==> config.mk <==
export PLATFORM = sky130hd
export DESIGN_NAME = pbrst_gen
export DESIGN_NICKNAME = d
export VERILOG_FILES = /design/src/rtl/pbrst_gen.sv
export SDC_FILE = /design/constraint.sdc
export NUM_CORES = 1
export LEC_CHECK = 0
export ABC_AREA = 1
export BUFFER_PORTS_ARGS = -buffer_cell sky130_fd_sc_hd__buf_2
export CORE_ASPECT_RATIO = 0.6
export CORE_MARGIN = 4
export CORE_UTILIZATION = 63
export CTS_BUF_LIST = sky130_fd_sc_hd__clkbuf_8
export CTS_CLUSTER_DIAMETER = 50
export DETAILED_ROUTE_END_ITERATION = 10
export PLACE_DENSITY_LB_ADDON = 0.08
export SYNTH_ARGS = -nofsm -noshare
export SYNTH_HDL_FRONTEND = slang
export SYNTH_SLANG_ARGS = --single-unit
export TNS_END_PERCENT = 1
==> constraint.sdc <==
create_clock -name clk -period 2.4 [get_ports clk]
set_input_delay 0.48 -clock clk [delete_from_list [all_inputs] [get_ports clk]]
set_output_delay 0.48 -clock clk [all_outputs]
set_load 0.02 [all_outputs]
==> src/rtl/pbrst_gen.sv <==
module pbrst_gen #(
  parameter int DEB_CYCLES = 20000,
  parameter int PB_CYCLES  = 50000,
  parameter int REC_CYCLES = 250000
) (
  input  logic       clk,
  input  logic       rst_n,
  input  logic       line_in,
  input  logic       pwr_fail,
  input  logic       vmain_ok,
  input  logic       osc_run,
  output logic       pull_low,
  output logic [1:0] cause
);
  localparam int SETTLE = 3;
  localparam int MAXC   = (DEB_CYCLES > PB_CYCLES) ?
                          ((DEB_CYCLES > REC_CYCLES) ? DEB_CYCLES : REC_CYCLES) :
                          ((PB_CYCLES > REC_CYCLES) ? PB_CYCLES : REC_CYCLES);
  localparam int CW     = $clog2(MAXC + SETTLE + 1);

  typedef enum logic [2:0] {
    S_IDLE, S_DEB, S_SMP, S_WREL, S_PBP, S_PFH, S_REC, S_NOSUP
  } st_t;

  st_t st, nxt;
  logic [CW-1:0] cnt;
  logic s1, s2, s3;
  logic fall, timed, done;

  always_ff @(posedge clk or negedge rst_n)
    if (!rst_n) {s1, s2, s3} <= 3'b111;
    else        {s1, s2, s3} <= {line_in, s1, s2};

  assign fall  = s3 & ~s2;
  assign timed = (st == S_DEB) || (st == S_SMP) || (st == S_PBP) || (st == S_REC);

  always_comb begin
    case (st)
      S_DEB:   done = (cnt == CW'(DEB_CYCLES - 1));
      S_SMP:   done = (cnt == CW'(SETTLE - 1));
      S_PBP:   done = (cnt == CW'(PB_CYCLES - 1));
      S_REC:   done = (cnt == CW'(REC_CYCLES - 1));
      default: done = 1'b0;
    endcase
  end

  always_comb begin
    nxt = st;
    if (!vmain_ok)     nxt = S_NOSUP;
    else if (pwr_fail) nxt = S_PFH;
    else begin
      case (st)
        S_IDLE:  if (fall) nxt = S_DEB;
        S_DEB:   if (done) nxt = S_SMP;
        S_SMP:   if (done) nxt = s2 ? S_IDLE : S_WREL;
        S_WREL:  if (s2)   nxt = S_PBP;
        S_PBP:   if (done) nxt = S_IDLE;
        S_REC:   if (done) nxt = S_IDLE;
        S_PFH, S_NOSUP: nxt = osc_run ? S_REC : S_IDLE;
        default: nxt = S_IDLE;
      endcase
    end
  end

  always_ff @(posedge clk or negedge rst_n)
    if (!rst_n) begin
      st  <= S_IDLE;
      cnt <= '0;
    end else begin
      st  <= nxt;
      cnt <= (nxt != st) ? '0 : (timed ? cnt + 1'b1 : cnt);
    end

  assign pull_low = (st == S_DEB) || (st == S_PBP) || (st == S_PFH) ||
                    (st == S_REC) || (st == S_NOSUP);

  always_comb begin
    case (st)
      S_DEB, S_SMP, S_WREL, S_PBP: cause = 2'd1;
      S_PFH, S_REC:                cause = 2'd2;
      S_NOSUP:                     cause = 2'd3;
      default:                     cause = 2'd0;
    endcase
  end
endmodule


=== Yosys cells after proc, flatten, opt, wreduce, memory -nomap -nowiden ===
Index checks and enable logic that the tools add are counted.

* Add/sub/neg operators: 1
* $mul: 0
* Divide/modulo/power cells: 0
* Order comparisons: 0
* Equal/unequal tests: 12
* Shift operators: 0
* Mux-type cells: 14
* Bitwise gates (word level): 2
* Reduce and logical (&&, ||, !) cells: 13

{| class="wikitable"
|+ Operators by type and width
! cell !! count
|-
| 18-bit 2-to-1 mux || 2
|-
| 3-bit 2-to-1 mux || 8
|-
| 18-bit by 1-bit adder with 18-bit output, second input constant || 1
|-
| 18-bit by 15-bit == test with 1-bit output, second input constant || 1
|-
| 18-bit by 16-bit == test with 1-bit output, second input constant || 1
|-
| 18-bit == test, second input constant || 1
|-
| 18-bit by 2-bit == test with 1-bit output, second input constant || 1
|-
| 3-bit one-hot mux with 6 select lines || 1
|-
| 3-bit == test, second input constant || 4
|-
| 1-bit logical OR || 7
|-
| 3-bit by 2-bit == test with 1-bit output, second input constant || 2
|-
| 2-bit one-hot mux with 3 select lines || 1
|-
| 2-bit OR reduction || 3
|-
| 1-bit one-hot mux with 4 select lines || 1
|-
| 4-bit OR reduction || 1
|-
| 3-bit by 1-bit == test with 1-bit output, second input constant || 1
|-
| 3-bit zero test || 1
|-
| 3-bit != test || 1
|-
| 2-bit 2-to-1 mux || 1
|-
| 2-bit nonzero test || 1
|-
| 1-bit bitwise AND || 1
|-
| 1-bit inverter || 1
|}

* Register bits: 24
* Latch bits: 0
* Bits in writable memories: 0
* Memory bits (read-only): 0
* Bits of input ports: 6
* Output and inout port bits: 3
* Word-level logic and storage cells: 47
* Memories kept: 0

=== Depth between registers and ports, before layout ===
* Depth in word-level cells: 8
* Mapped depth: 18
* Mapped depth without buffers: 16

=== Worst setup path after synthesis ===
Ideal clock, no wire load.

* Kind: register to register
* Start point: register st[1]
* End point: register cnt[15]
* Library setup time: 69 ps
* Arrival: 1,971 ps
* Data required time: 2,331 ps
* Setup slack: 360 ps
* Cell stages (with the launch flop): 16
* Buffers on the path: 2
* Clock period less this slack: 2,040 ps
* Path through: dfrtp_1 > buf_6 > nor2_4 > nand2_2 > nand2_1 > nand2_1 > nor2_1 > nand2_1 > inv_1 > nand2_1 > a21oi_1 > nand4_1 > xor2_1 > nand4_4 > buf_6 > nor2_2

* Longest elaborated chain between the ends: 8
* Elaborated cells on any way between the ends: 25
* Classes of those cells: eq/ne: 8; mux: 10; reduce/logical: 7

{| class="wikitable"
|+ Ends and longest elaborated chain
! element !! RTL line !! RTL
|-
| start: declaration || 25 || <nowiki>st_t st, nxt;</nowiki>
|-
| start signal: assignment || 70 || <nowiki>st <= nxt;</nowiki>
|-
| 3-bit == test, or another cell as far along || 38, 52 ||
|-
| 1-bit one-hot mux with 4 select lines || 38 || <nowiki>case (st)</nowiki>
|-
| 3-bit 2-to-1 mux, on equally long branches || - ||
|-
| 3-bit one-hot mux with 6 select lines (*) || 52 || <nowiki>case (st)</nowiki>
|-
| 3-bit 2-to-1 mux (*) || 50 || <nowiki>else if (pwr_fail) nxt = S_PFH;</nowiki>
|-
| 3-bit 2-to-1 mux (*) || 49 || <nowiki>if (!vmain_ok) nxt = S_NOSUP;</nowiki>
|-
| named net nxt[2] || 25 ||
|-
| 3-bit != test (*) || 71 || <nowiki>cnt <= (nxt != st) ? '0 : (timed ? cnt + 1'b1 : cnt);</nowiki>
|-
| 18-bit 2-to-1 mux / 2-bit nonzero test (equally long branches) || - ||
|-
| end signal: assignment || 71 ||
|-
| end: declaration || 26 || <nowiki>logic [CW-1:0] cnt;</nowiki>
|}

The timed path passes the listed nets; every way through them passes the cells marked *.
A chain may end at the register's enable or synchronous reset.

=== Worst setup path in the final report ===
* Start point: register st[0]
* End point: register cnt[1]

* Longest elaborated chain between the ends: 8
* Elaborated cells on any way between the ends: 25
* Classes of those cells: eq/ne: 8; mux: 10; reduce/logical: 7

{| class="wikitable"
|+ Ends and longest elaborated chain
! element !! RTL line
|-
| 3-bit == test, or another cell as far along || 35, 38, 52
|-
| 1-bit one-hot mux with 4 select lines || 38
|-
| 3-bit 2-to-1 mux, on equally long branches || -
|-
| 3-bit one-hot mux with 6 select lines || 52
|-
| 3-bit 2-to-1 mux || 50
|-
| 3-bit 2-to-1 mux || 49
|-
| 3-bit != test || 71
|-
| 18-bit 2-to-1 mux / 2-bit nonzero test (equally long branches) || -
|}

Parallel ways exist; a longest one is shown, timed or not.

==> summary.txt <==
Outcome
  – Status: finished with violations
  – Violated checks: negative setup slack

Power
  – Worst VDD drop: between 0.0003 and 0.0004 V
  – Pwr per Cell Area: approximately 480 nW/um^2
  – Pleak: a little under 1 nW

Drt
  – Via/cell ratio: 6.34
  – Drt first pass iters: 5
  – Met3 WL: 889 um
  – Wire length per cell: approximately 18 um
  – DRC viols: 0
  – Final wirelength: approximately 5.5 mm
  – Metal-1 WL: roughly 2.3 mm
  – WL met2: 2.16 mm
  – Post-DRT Antenna Nets: 0
  – Via count: between 1,500 and 2,000
  – Initial drt markers: approximately 380
  – Top sig layer: met4

Timing
  – RSZ-0062 raised after global routing: true
  – Max Slew Vio Count: 0
  – TNS Setup: -1.97 ns
  – Final Hold Slack: about 0.17 ns
  – Max Freq: approximately 400 MHz
  – Slew headroom: between 60% and 70%
  – Setup ws final: -0.139 ns
  – Hold Fails Final Rpt: 0
  – Tightest Pin Transition: about 0.54 ns
  – Tcrit/Tclk final: 106%
  – Setup violators final: 18
  – Fin crit period: between 2 and 3 ns
  – Worst Skew: just under 0.01 ns

Worst hold path
  – Hold Path Class: in2async

Final layout
  – Fin area: 2190 um^2
  – Most common cell after layout, fill and taps aside: nand2_1
  – Ant. Diodes: 0
  – Final nets: between 200 and 300
  – Fill cells: approximately 150
  – Share of cells above drive strength 1: about a third
  – FF+latch area: slightly above 600 um^2
  – Layout overhead on the synthesized area: 24.0%
  – Area occupied by multi-input gates: between 1000 and 1500 um^2
  – Most frequent cells in the layout: nand2_1 (59), inv_1 (27), nor2_1 (27)

Global route
  – First-pass GRT wire length: ~7.2 mm
  – GR Overflow Total: 0
  – Initial antenna violation count: 0
  – All-Layer GR Usage: between 20 and 25%
  – Number of global-route vias before repair: 1,456
  – Pin count of the biggest net entering global routing: 25

Setup path
  – CP Data Required Time: approximately 2.6 ns
  – CP Max Fanout: 6
  – Arr. time, crit path: about 2.8 ns
  – Setup crit start: st[0]$_DFF_PN0_
  – R2R Setup Slk: -0.14 ns
  – Critical Path Start Type: register
  – CP Capture Type: register
  – Kind of critical path: reg2reg
  – R2r startpoint: st[0]$_DFF_PN0_

Yosys
  – Syn Area/Cell: 7.21 um^2
  – Synth Warn #: 0
  – Synth top area cells: dfrtp_1 (30%), nand2_1 (14%), xor2_1 (7.9%)
  – Synth Instances: 245
  – Top cell type's share of synthesized area: between 20% and 30%
  – Mapped Area: between 1500 and 2000 um^2
  – Seq cells post-synth: 24
  – Distinct cells, synth: 28
  – Post-Syn Nets: ~250
  – Area leader, netlist: dfrtp_1
  – Seq/Total Area, Yosys: ~34%

Clock network
  – Cts bufs inserted: 3
  – Clk buf depth: 2
  – Clk slew on worst S/H paths: roughly 0.090 ns
  – TritonCTS clock tree: yes
  – H-tree depth: 1
  – Clock Latency Late Sink: between 0.2 and 0.3 ns
  – Root buf cell: clkbuf_8
  – Clock sink count: 24

Die
  – Area of the core: between 2000 and 3000 um^2
  – Row cnt: 14
  – Die Ht: ~50 um
  – Io pins: 9
  – Die Area: approximately 3700 um^2
  – Die span in x: ~76 um
  – Initial Util: 68.1%

Flow run
  – Max cap viols: 0

Place
  – Placed instance area: 1840 um^2
  – Placer Congestion: 0.963
  – Detail Placement HPWL: 3.24 mm
  – Port buffer count: 8
## layer usage
layer	track usage [%]	vias up
met5	0	-
met4	2.71	0
met3	6.64	32
met2	32.9	193
met1	39.2	890
li1	-	845
## final cells by class
class	count	area share [%]
tap	32	1.83
timing repair buffer	31	12.0
multi-input combinational	186	49.1
timing repair inverter	1	0.229
inverter	31	5.77
clock inverter	1	1.37
sequential	24	27.8
clock buffer	3	1.89
## metrics by stage
| step | util (%) | power [mW] | worst slack [ns] | std cells |
|---|---|---|---|---|
| after floorplan | - | 0.555 | 0.360 | 245 |
| after CTS | 74.8 | 0.969 | 0.0580 | 292 |
| after global placement | 70.9 | 0.595 | -0.102 | 286 |
| after detailed placement | 70.9 | 0.596 | -0.132 | 286 |
| after global routing | 84.4 | 1.08 | -0.270 | 309 |
| final | 84.4 | 1.04 | -0.139 | 309 |
## state kept, by name (all words and copies together), names as in the netlist
signal  count
st          3
cnt        18
s2          1
s3          1
s1          1
## synthesized netlist by cell type
library cell and count:
dfstp_2 3, nor3b_2 1, o211ai_1 2, nand4_4 1, mux2i_1 1, buf_6 4, a21oi_1 4, nor4_1 2
nor2_4 3, nor2_1 32, xor2_1 16, inv_1 28, o21ai_0 2, nand3b_1 3, nand3_1 20, nand2_1 65
dfrtp_1 21, inv_2 2, o311a_1 1, inv_4 1, nand4_1 10, nand2_4 1, nand2_2 3, nor2_2 13
o21ai_2 1, nor3_1 2, nand3_2 2, ha_1 1
## final timing paths
check	endpoint	depth (start not counted)
max in group asynchronous	st[2]$_DFF_PN0_	1
hold / removal	cnt[3]$_DFFE_PN0P_	1
setup / recovery	cnt[1]$_DFFE_PN0P_	16
hold reg to reg	s2$_DFF_PN1_	0
setup reg to reg	cnt[1]$_DFFE_PN0P_	16
min in group clk	s1$_DFF_PN1_	1
## logic make-up after synthesis
family                   count (synthesis)  share of synthesized area (%)
multiplexers                             1                          0.567
adder cells (fa/ha/maj)                  1                          0.709
AO/OA/AOI/OAI                           10                           3.61
flip-flops                              24                           34.2
XOR/XNOR                                16                           7.94
AND/OR/NAND/NOR                        158                           43.7
buffers and inverters                   35                           9.28
## critical path: stages (launching register included)
cell and delay, ns:
dfrtp_2 0.48, buf_4 0.17, nor2_4 0.13, nand3_1 0.11, nand2_2 0.09, nand2_1 0.09
inv_1 0.08, nand2_1 0.09, nor2_2 0.17, buf_4 0.13, nand4_1 0.07, nand4_1 0.11
nand2_1 0.09, nand3_1 0.16, nand4_4 0.20, clkbuf_16 0.22, nor2_2 0.09
## repair_timing
item / in CTS / in global routing
gates cloned: 0 / 2
gates resized for setup: 1 / 35
hold buffers: 0 / 0
endpoints found under the setup margin: 18 / 18
pin swaps: 1 / 11
setup buffers: 2 / 15
hold endpoints to repair: 0 / 0
## power breakdown
part | leakage [nW] | switching, mW | total [mW] | internal (mW)
Sequential | 0.310 | 0.0180 | 0.434 | 0.416
Clock | 0.0357 | 0.135 | 0.358 | 0.223
Combinational | 0.637 | 0.153 | 0.252 | 0.0986
Total | 0.983 | 0.306 | 1.04 | 0.738
(Power assumes the default switching activity.)
